--- src/rtl/tcond_pkg.sv ---
// Package: shared constants and helpers for the temperature conditioner.
// Assumes 16-bit words with 6 fractional bits.
package tcond_pkg;
    localparam int TW   = 16;
    localparam int FRAC = 6;
    localparam logic [TW-1:0] CODE_PENDING = 16'h8102;
    localparam logic [TW-1:0] CODE_NOMAX   = 16'h8103;

    // True when the word lies in the status-code range 8000h..81FFh.
    function automatic logic is_code(input logic [TW-1:0] w);
        return (w[TW-1:9] == 7'b1000000);
    endfunction
endpackage

--- src/rtl/tcond_avg_lane.sv ---
// Module: storage and exponential averaging for one source.
// It accepts the sample only when smp_src matches LANE. A status code is
// stored as is and un-primes the lane. The first valid word after that is
// loaded directly. Later words move the stored value by
// (raw-old) >>> shift, which rounds toward negative infinity.
module tcond_avg_lane
    import tcond_pkg::*;
#(
    parameter int NSRC = 8,
    parameter int LANE = 0,
    parameter int IDXW = $clog2(NSRC)
) (
    input  logic            clk,
    input  logic            rst_n,
    input  logic            smp_valid,
    input  logic [IDXW-1:0] smp_src,
    input  logic [TW-1:0]   smp_word,
    input  logic [7:0]      avg_shift,
    output logic [TW-1:0]   store_o
);
    localparam logic [IDXW-1:0] MY_IDX = IDXW'(LANE);

    logic        primed;
    logic        hit;
    logic signed [31:0] raw_x, old_x, diff_x, step_x;
    logic [TW-1:0] blended;

    // Purpose: exact 32-bit blend of the raw word into the stored one.
    always_comb begin
        hit     = smp_valid && (smp_src == MY_IDX);
        raw_x   = {{(32-TW){smp_word[TW-1]}}, smp_word};
        old_x   = {{(32-TW){store_o[TW-1]}}, store_o};
        diff_x  = raw_x - old_x;
        step_x  = diff_x >>> avg_shift;
        blended = store_o + step_x[TW-1:0];
    end

    // Purpose: update the stored value and the primed flag of this lane.
    always_ff @(posedge clk) begin
        if (!rst_n) begin
            store_o <= CODE_PENDING;
            primed  <= 1'b0;
        end else if (hit) begin
            if (is_code(smp_word)) begin
                store_o <= smp_word;
                primed  <= 1'b0;
            end else if (!primed || avg_shift == 8'd0) begin
                store_o <= smp_word;
                primed  <= 1'b1;
            end else begin
                store_o <= blended;
                primed  <= 1'b1;
            end
        end
    end
endmodule

--- src/rtl/tcond_present.sv ---
// Module: combinational presentation of one stored word.
// It converts a valid word to the selected format and then adds the offset
// in that same format. A status code is passed on unchanged. The offset
// arrives in full (1/64 degree) format.
module tcond_present
    import tcond_pkg::*;
(
    input  logic [TW-1:0] word_i,
    input  logic          alt_fmt,
    input  logic [TW-1:0] off_full,
    output logic [TW-1:0] word_o
);
    logic [TW-1:0] w_int, o_int;

    // Purpose: format conversion, then offset addition, with code bypass.
    always_comb begin
        w_int = TW'($signed(word_i) >>> FRAC);
        o_int = TW'($signed(off_full) >>> FRAC);
        if (is_code(word_i))
            word_o = word_i;
        else if (alt_fmt)
            word_o = w_int + o_int;
        else
            word_o = word_i + off_full;
    end
endmodule

--- src/rtl/tcond_max_scan.sv ---
// Module: searches for the maximum and latches the result on request.
// A source is a candidate when ok_i is set for it. The scan compares the
// presented words as signed numbers, and a strict compare in ascending
// order keeps the lowest index on a tie.
module tcond_max_scan
    import tcond_pkg::*;
#(
    parameter int NSRC = 8,
    parameter int IDXW = $clog2(NSRC)
) (
    input  logic               clk,
    input  logic               rst_n,
    input  logic               req,
    input  logic [NSRC-1:0]    ok_i,
    input  logic [NSRC*TW-1:0] words_i,
    output logic [TW-1:0]      max_word,
    output logic [TW-1:0]      max_src
);
    logic            found;
    logic [TW-1:0]   best;
    logic [IDXW-1:0] best_idx;

    // Purpose: linear scan for the largest candidate.
    always_comb begin
        found    = 1'b0;
        best     = '0;
        best_idx = '0;
        for (int i = 0; i < NSRC; i++) begin
            if (ok_i[i] && (!found || $signed(words_i[i*TW +: TW]) > $signed(best))) begin
                found    = 1'b1;
                best     = words_i[i*TW +: TW];
                best_idx = IDXW'(i);
            end
        end
    end

    // Purpose: latch the scan result when the host asks for it.
    always_ff @(posedge clk) begin
        if (!rst_n) begin
            max_word <= CODE_NOMAX;
            max_src  <= CODE_NOMAX;
        end else if (req) begin
            if (found) begin
                max_word <= best;
                max_src  <= TW'(best_idx);
            end else begin
                max_word <= CODE_NOMAX;
                max_src  <= CODE_NOMAX;
            end
        end
    end
endmodule

--- src/rtl/tcond_top.sv ---
// Module: top of the temperature conditioner.
// It holds one averaging lane and one presentation stage per source, the
// offset register (kept in full format and rescaled on every read) and the
// maximum scanner. It assumes the host never asks for the maximum in the
// same cycle as a sample it wants included in the scan.
module tcond_top
    import tcond_pkg::*;
#(
    parameter int NSRC = 8,
    parameter int IDXW = $clog2(NSRC)
) (
    input  logic               clk,
    input  logic               rst_n,
    input  logic               smp_valid,
    input  logic [IDXW-1:0]    smp_src,
    input  logic [TW-1:0]      smp_word,
    input  logic [7:0]         avg_shift,
    input  logic               alt_fmt,
    input  logic               off_wr,
    input  logic [TW-1:0]      off_data,
    input  logic [NSRC-1:0]    src_en,
    input  logic               max_req,
    output logic [NSRC*TW-1:0] result_flat,
    output logic [TW-1:0]      offset_view,
    output logic [TW-1:0]      max_word,
    output logic [TW-1:0]      max_src
);
    logic [NSRC*TW-1:0] store_flat;
    logic [NSRC-1:0]    cand_ok;
    logic [TW-1:0]      off_full;

    // Purpose: hold the offset in full format, scaling integer-format writes.
    always_ff @(posedge clk) begin
        if (!rst_n)
            off_full <= '0;
        else if (off_wr)
            off_full <= alt_fmt ? {off_data[TW-FRAC-1:0], {FRAC{1'b0}}} : off_data;
    end

    // Purpose: show the offset in the format currently selected.
    always_comb offset_view = alt_fmt ? TW'($signed(off_full) >>> FRAC) : off_full;

    for (genvar g = 0; g < NSRC; g++) begin : g_lane
        tcond_avg_lane #(.NSRC(NSRC), .LANE(g), .IDXW(IDXW)) u_lane (
            .clk       (clk),
            .rst_n     (rst_n),
            .smp_valid (smp_valid),
            .smp_src   (smp_src),
            .smp_word  (smp_word),
            .avg_shift (avg_shift),
            .store_o   (store_flat[g*TW +: TW])
        );

        tcond_present u_pres (
            .word_i   (store_flat[g*TW +: TW]),
            .alt_fmt  (alt_fmt),
            .off_full (off_full),
            .word_o   (result_flat[g*TW +: TW])
        );

        // Purpose: mark the enabled sources that hold a real temperature.
        always_comb cand_ok[g] = src_en[g] && !is_code(store_flat[g*TW +: TW]);
    end

    tcond_max_scan #(.NSRC(NSRC), .IDXW(IDXW)) u_max (
        .clk      (clk),
        .rst_n    (rst_n),
        .req      (max_req),
        .ok_i     (cand_ok),
        .words_i  (result_flat),
        .max_word (max_word),
        .max_src  (max_src)
    );
endmodule

--- config.mk ---
export PLATFORM = sky130hd
export DESIGN_NAME = tcond_top
export DESIGN_NICKNAME = d
export VERILOG_FILES = /design/src/rtl/tcond_pkg.sv /design/src/rtl/tcond_avg_lane.sv /design/src/rtl/tcond_present.sv /design/src/rtl/tcond_max_scan.sv /design/src/rtl/tcond_top.sv
export SDC_FILE = /design/constraint.sdc
export NUM_CORES = 2
export LEC_CHECK = 0
export ABC_AREA = 0
export BUFFER_PORTS_ARGS = -buffer_cell sky130_fd_sc_hd__buf_2
export CELL_PAD_IN_SITES_DETAIL_PLACEMENT = 1
export CELL_PAD_IN_SITES_GLOBAL_PLACEMENT = 1
export CORE_ASPECT_RATIO = 1.75
export CORE_MARGIN = 5
export CORE_UTILIZATION = 45
export CTS_CLUSTER_DIAMETER = 40
export DETAILED_ROUTE_END_ITERATION = 12
export PLACE_DENSITY = 0.9
export RECOVER_POWER = 25
export SYNTH_ARGS = -nofsm -noshare
export SYNTH_HDL_FRONTEND = slang
export SYNTH_HIERARCHICAL = 1
export SYNTH_SLANG_ARGS = --single-unit
--- constraint.sdc ---
create_clock -name clk -period 19.9 [get_ports clk]
set_clock_uncertainty 0.15 [all_clocks]
set_input_delay 0 -clock clk [delete_from_list [all_inputs] [get_ports clk]]
set_output_delay 0 -clock clk [all_outputs]
set_load 0.1 [all_outputs]
Word-level counts from Yosys, hierarchy flattened --
Index checks and enable logic that the tools add are counted.
Storage, ports and cells: register bits after elaboration 184, bits of input ports 57
Cells by class: muxes and demuxes 60, shift operators 8, reduce and logical (&&, ||, !) cells 63, equal/unequal tests 16, add/sub/neg operators 32, magnitude comparators 7
Operator list (count):
- 2-to-1 mux 16 bit | 43
- adder 16 bit | 16
- >>> shifter 32 x 8 -> 16 bit | 8
- subtractor 16 x 16 -> 17 bit | 8
- > comparator 16 bit | 7
- adder 10 x 10 -> 11 bit | 8
- == test 7 bit (second input constant) | 9
- logical AND 1 bit | 23
- logical NOT 1 bit | 23
- logical OR 1 bit | 15
- 2-to-1 mux 15 bit | 1
- == test 3 bit (second input constant) | 4
- 2-to-1 mux 3 bit | 4
- 2-to-1 mux 1 bit | 10
- logical NOT 8 bit | 1
- == test 3 x 2 -> 1 bit (second input constant) | 2
- 2-to-1 mux 2 bit | 2
- == test 3 x 1 -> 1 bit (second input constant) | 1
- logical NOT 3 bit | 1

Longest topological paths before layout --
depth after elaboration 33, depth in mapped cells 75

Hierarchy --
Netlist, hierarchy kept.
By module, submodules not included:
- tcond_present at g_lane[0].u_pres ... | times used 6, cells each 199, area each 1432.6 µm²
- tcond_avg_lane at g_lane[5].u_lane ... | times used 2, cells each 478, area each 3468.3 µm²
- tcond_max_scan | times used 1, cells each 752, area each 6276.0 µm²
- tcond_avg_lane at g_lane[1].u_lane | times used 1, cells each 506, area each 3560.9 µm²
- tcond_avg_lane at g_lane[7].u_lane | times used 1, cells each 472, area each 3544.6 µm²
- tcond_avg_lane at g_lane[3].u_lane | times used 1, cells each 477, area each 3539.6 µm²
- tcond_avg_lane at g_lane[0].u_lane | times used 1, cells each 478, area each 3538.4 µm²
- tcond_avg_lane at g_lane[4].u_lane | times used 1, cells each 473, area each 3538.4 µm²
- tcond_avg_lane at g_lane[2].u_lane | times used 1, cells each 474, area each 3523.4 µm²
- tcond_present at g_lane[4].u_pres ... | times used 2, cells each 199, area each 1428.9 µm²
- tcond_top | times used 1, cells each 119, area each 1048.5 µm²

Worst setup path before layout --
OpenSTA, ideal clock, no wires.
kind reg2reg, start point register off_full[1], end point register u_max.max_word[14], setup slack 281 ps, path buffers 11, stages on the path, launching flop included 72, clock period less this slack 19619 ps, setup time 84 ps, arrival time 19385 ps, required time 19666 ps, cell sequence dfxtp_1 -> fa_1 -> a211oi_4 -> o21ai_2 -> and3_1 -> o21a_1 -> o31ai_1 -> nand2_1 -> ha_1 -> nand4_2 -> a2111oi_4 -> nor3_2 -> or4_4 -> buf_12 -> a31oi_2 -> ha_1 -> a21oi_1 -> a211oi_1 -> [... 36 more ...] -> and4_1 -> nand3_1 -> a311oi_1 -> a211oi_1 -> o31ai_2 -> clkbuf_1 -> a21o_1 -> o22ai_1 -> ha_1 -> a21o_1 -> a21o_1 -> a211o_1 -> nor4bb_1 -> o31ai_4 -> nor3b_4 -> clkbuf_8 -> nand3_1 -> o211ai_1
On the way: cells in the longest elaborated chain, start to end 33, elaborated cells between the ends (all ways) 67
RTL lines:
- from (decl) | RTL line tcond_top.sv:30 | logic [TW-1:0] off_full;
- from (signal assigned) | RTL line tcond_top.sv:37 | off_full <= alt_fmt ? {off_data[TW-FRAC-1:0], {FRAC{1'b0}}} : off_data;
- adder 16 bit * | RTL line tcond_present.sv:24 | word_o = word_i + off_full;
- 2-to-1 mux 16 bit * | RTL line tcond_present.sv:21 | else if (alt_fmt)
- 2-to-1 mux 16 bit * | RTL line tcond_present.sv:19 | if (is_code(word_i))
- via result_flat[14] | RTL line tcond_top.sv:23 | output logic [NSRC*TW-1:0] result_flat,
- 2-to-1 mux 16 bit * | RTL line tcond_max_scan.sv:29 | if (ok_i[i] && (!found || $signed(words_i[i*TW +: TW]) > $signed(best))) begin
- > comparator 16 bit | RTL line tcond_max_scan.sv:29
- logical OR 1 bit | RTL line tcond_max_scan.sv:29
- logical AND 1 bit | RTL line tcond_max_scan.sv:29
- [... 18 more ...]
- logical OR 1 bit | RTL line tcond_max_scan.sv:29
- logical AND 1 bit | RTL line tcond_max_scan.sv:29
- 2-to-1 mux 16 bit / 2-to-1 mux 1 bit (equally long branches) | RTL line tcond_max_scan.sv:29
- > comparator 16 bit / logical NOT 1 bit (equally long branches) | RTL line tcond_max_scan.sv:29
- logical OR 1 bit | RTL line tcond_max_scan.sv:29
- logical AND 1 bit | RTL line tcond_max_scan.sv:29
- 2-to-1 mux 16 bit / 2-to-1 mux 1 bit (equally long branches) | RTL line tcond_max_scan.sv:29
- 2-to-1 mux 16 bit * | RTL line tcond_max_scan.sv:43 | if (found) begin
- to (signal assigned) | RTL line tcond_max_scan.sv:44 | max_word <= best;
- to (decl) | RTL line tcond_max_scan.sv:16 | output logic [TW-1:0] max_word,
Mark *: on every way through the listed nets, which the timed path passes. The rest lies on a longest branch. A chain may end at the register's enable or synchronous reset.

Worst setup path in the final report --
start point register off_full[6], end point register u_max.max_word[8]
On the way: cells in the longest elaborated chain, start to end 33, elaborated cells between the ends (all ways) 75
RTL lines (RTL line):
- adder 16 bit / adder 10 x 10 -> 11 bit (equally long branches) | tcond_present.sv:24, tcond_present.sv:22
- 2-to-1 mux 16 bit | tcond_present.sv:21
- 2-to-1 mux 16 bit | tcond_present.sv:19
- 2-to-1 mux 16 bit | tcond_max_scan.sv:29
- > comparator 16 bit | tcond_max_scan.sv:29
- logical OR 1 bit | tcond_max_scan.sv:29
- logical AND 1 bit | tcond_max_scan.sv:29
- 2-to-1 mux 16 bit / 2-to-1 mux 1 bit (equally long branches) | tcond_max_scan.sv:29
- [... 17 more ...]
- logical OR 1 bit | tcond_max_scan.sv:29
- logical AND 1 bit | tcond_max_scan.sv:29
- 2-to-1 mux 16 bit / 2-to-1 mux 1 bit (equally long branches) | tcond_max_scan.sv:29
- > comparator 16 bit / logical NOT 1 bit (equally long branches) | tcond_max_scan.sv:29
- logical OR 1 bit | tcond_max_scan.sv:29
- logical AND 1 bit | tcond_max_scan.sv:29
- 2-to-1 mux 16 bit / 2-to-1 mux 1 bit (equally long branches) | tcond_max_scan.sv:29
- 2-to-1 mux 16 bit * | tcond_max_scan.sv:43
Every way passes the cells marked *; elsewhere a longest branch is shown, timed or not.

==> flow_summary_export.csv <==
group,metric,value,unit
power,p_sw,1.619,mW
power,p_clk_share,13.5,%
cells_and_area,ff_latch_area,3446,um2
worst_setup_path,crit_type,"flip-flop to flip-flop",
synthesis,syn_area,46960,um2
cells_and_area,syn2layout_area_growth,5.851,%
floorplanning,die_area,111200,um2
power,switching_share,58.61,%
timing,worstMarginPinSlew,3.262,ns
synthesis,yosysMostFrequentCell,"nor2_1",
power,power_leakage,20.89,nW
placed_design,io_buffers,221,
worst_setup_path,path_depth,69,
clock_tree,clk_latency,0.55,ns
cells_and_area,fin_cells,7762,
floorplanning,start_util,45.39,%
worst_setup_path,critPathSlowestCell,"o41ai_1",
worst_setup_path,ff2ff_path_depth,69,
timing,setup_violations,0,
power,pwr-share-seq,14.2,%
min_path,min_path_cells,4,
min_path,holdCritPathClass,"input port to flip-flop",
route,first_pass_iters,9,
outcome,status,"finished with violations",
clock_tree,cts_max_path_buffers,2,
worst_setup_path,required,20.18,ns
floorplanning,design.core.area,103400,um2
worst_setup_path,arrival,19.63,ns
clock_tree,htree_levels,4,
clock_tree,clkTransAtPathRegs,0.08,ns
global_routing,grt_max_degree,66,
power,comb_power_share,72.3,%
global_routing,grt_overflow,0,
synthesis,synth_area_per_cell,7.455,um2
route,drtIter0Drc,4803,
timing,hold_violations,0,
global_routing,grt_use_total,38.84,%
timing,drv_slew,204,
timing,fin_crit_sh,97.27,%
clock_tree,cts_sinks,172,
synthesis,netlist.area_leader.share,13.00,%
synthesis,ys_ff_latch,172,
worst_setup_path,r2r_end,"u_max/max_word[8]$_SDFFE_PN1P_",
run,maxCapViolations,6,
worst_setup_path,cp-start-kind,"flip-flop",
worst_setup_path,reg2reg_slack,0.54,ns
worst_setup_path,slowest_delay,0.59,ns
floorplanning,die_h,437.3,um
timing,max_freq,51.66,MHz
timing,hold_slack,0.05697,ns
floorplanning,row_count,156,
synthesis,synth_ff_type,"dfxtp_1",
synthesis,yosysUniqueCellTypes,147,
synthesis,yosys-top-cells-count,"nor2_1 (531), nand2_1 (502), ha_1 (488), a21oi_1 (437), o21ai_0 (326)",
global_routing,grt_pass1_wl,338.0,mm
power,ir_drop,0.07060,mV
floorplanning,die_w,254.2,um
clock_tree,cts_made_buffers,17,
global_routing,antenna_found_initial,16,
clock_tree,cts_root_buf,"clkbuf_16",
worst_setup_path,crit_path_end_kind,"flip-flop",
worst_setup_path,critPathBufInv,9,
cells_and_area,num-nets-final,6972,
timing,relSlewSlack,-117.5,%
global_routing,grt_pass1_vias,56250,
worst_setup_path,r2r-start,"off_full[6]$_SDFFE_PN0P_",
route,totalWireLength,229.9,mm
synthesis,yosysSeqAreaShare,7.332,%
outcome,violations,"max-capacitance violations, max-slew violations",
synthesis,synth_cells,6299,
cells_and_area,multiInputGateArea,40340,um2
synthesis,synth_top_area_cell,"ha_1",
power,p_int,1.143,mW
route,drt-vias-per-instance,7.221,
placed_design,placed_cells,7649,
route,wl_per_cell,29.62,um
timing,layout_min_cycle_time,19.36,ns
worst_setup_path,timing.critical_path.max_delay_family,"compound AO/OA/AOI/OAI gates",
clock_tree,cts_tree,"done",
worst_setup_path,worst-path-max-fanout,31,
placed_design,place.gp.congestion,1.041,
power,power.density,55.56,nW/um2
floorplanning,ios,233,
placed_design,hpwl,177.4,mm
min_path,min_to,"g_lane[4].u_lane/store_o[13]$_SDFFE_PN0P_",
route,ant_nets,0,
route,drc_errors,0,
synthesis,synthArstFlopShare,0,%
synthesis,synth-edff-count,0,
synthesis,synth_area_leaders,"ha_1 (13%), dfxtp_1 (7.3%), a21oi_1 (4.7%)",
cells_and_area,n_fill_cell,13190,
power,p_total,2.762,mW
synthesis,ys_warn_count,6,
route,vias,56050,
cells_and_area,drive_above_1_share,12.92,%
min_path,hp-start,"smp_word[13]",
==> flip-flops by register name, indices dropped and copies added (netlist names) <==
signal                 count
g_lane.u_lane/primed       8
g_lane.u_lane/store_o    128
off_full                  16
u_max/max_src              4
u_max/max_word            16
==> cell families after synthesis <==
group	Yosys count	share of synthesized area [%]
flops	172	7.332
xor+xnor	254	4.833
buf+inv	630	6.975
simple gates	2134	23.16
mux	196	4.580
fa+ha+maj	520	14.37
compound gates	2392	38.75
other cells	1	0.007986
==> metrics by stage <==
stage / util [%] / setup slack, ns / cell area, um2 / TNS (ns)
global placement: 46.89 / 0.3311 / 48510 / 0
CTS: 47.92 / 0.04705 / 49580 / 0
detailed placement: 46.89 / -0.1310 / 48510 / -1.002
floorplan: - / 0.2810 / 47000 / 0
finish: 48.05 / 0.5433 / 49710 / 0
global route: 48.03 / -0.1841 / 49690 / -2.095
==> worst register-to-register path: cells and delay by family (launching register included) <==
| family | cells | cell delay [ns] |
|---|---|---|
| buffers and inverters | 9 | 1.88 |
| adders and majority gates | 9 | 3.18 |
| DFF | 1 | 0.57 |
| and+or+nand+nor | 23 | 4.98 |
| AOI/OAI and AO/OA | 28 | 8.49 |
==> how the worst max path moves through the flow <==
| stage | startpoint | end | slack, ns |
|---|---|---|---|
| after floorplan | off_full[1]$_SDFFE_PN0P_ | u_max/max_word[14]$_SDFFE_PN0P_ | 0.28 |
| after global placement | off_full[6]$_SDFFE_PN0P_ | u_max/max_word[0]$_SDFFE_PN1P_ | 0.33 |
| after CTS | off_full[6]$_SDFFE_PN0P_ | u_max/max_word[8]$_SDFFE_PN1P_ | 0.05 |
| after global routing | off_full[6]$_SDFFE_PN0P_ | u_max/max_word[8]$_SDFFE_PN1P_ | -0.18 |
| after detailed placement | off_full[6]$_SDFFE_PN0P_ | u_max/max_word[15]$_SDFFE_PN1P_ | -0.13 |
| final | off_full[6]$_SDFFE_PN0P_ | u_max/max_word[8]$_SDFFE_PN1P_ | 0.54 |
==> what timing repair did <==
action | CTS | global route
buffers inserted | 0 | 22
hold endpoints to repair | 47 | 0
cloned | 1 | 0
setup endpoints to repair | 16 | 19
hold buffers | 46 | 0
pin swaps | 0 | 2
gates resized for setup | 1 | 4
==> metal layers <==
metal  track usage, %  wire length (um)
met1            40.78             78430
met2            63.48            104100
met3            9.951             21460
met4            34.41             25830
met5           0.4464                81
==> power groups by stage <==
stage	combinational [mW]	clock (mW)	sequential [mW]
global route	2.09	0.388	0.393
floorplan	1.36	0	0.430
detailed placement	1.91	0	0.399
global placement	1.87	0	0.398
CTS	1.93	0.376	0.390
finish	2.00	0.372	0.393
==> cell usage in the layout (no fill, tap or decap), types with 36 or more instances in the layout <==
| cell type | n |
|---|---|
| mux2_2 | 41 |
| or2_2 | 37 |
| buf_2 | 161 |
| nand3b_1 | 36 |
| xnor2_1 | 142 |
| a21o_1 | 184 |
| clkbuf_1 | 60 |
| and2_1 | 52 |
| nor2_1 | 530 |
| mux2i_1 | 135 |
| a211oi_2 | 43 |
| buf_4 | 124 |
| inv_1 | 291 |
| nor3_1 | 189 |
| xor2_1 | 106 |
| nor2b_1 | 53 |
| o21a_1 | 94 |
| o211ai_1 | 102 |
| o21ai_0 | 326 |
| dlygate4sd3_1 | 46 |
| o22ai_1 | 43 |
| a211oi_1 | 182 |
| dfxtp_1 | 170 |
| ha_1 | 488 |
| o41ai_1 | 37 |
| o21ai_1 | 59 |
| a211o_1 | 36 |
| and3_1 | 70 |
| nand2b_1 | 65 |
| a21oi_1 | 437 |
| nand3_1 | 204 |
| nand2_1 | 502 |
| a31oi_1 | 106 |
| nand4_1 | 92 |
| o31ai_1 | 69 |
| nor4_1 | 59 |
==> area by class of cell <==
cell class,count,area share [%]
repair buffers,397,5.014
inverters,299,2.258
clock buffers,18,0.8835
diodes,11,0.05538
well taps,1343,3.380
multi-input cells,5508,81.16
flip-flops and latches,172,6.932
clock inverters,14,0.3172
Power figures use the tool's default switching activity.
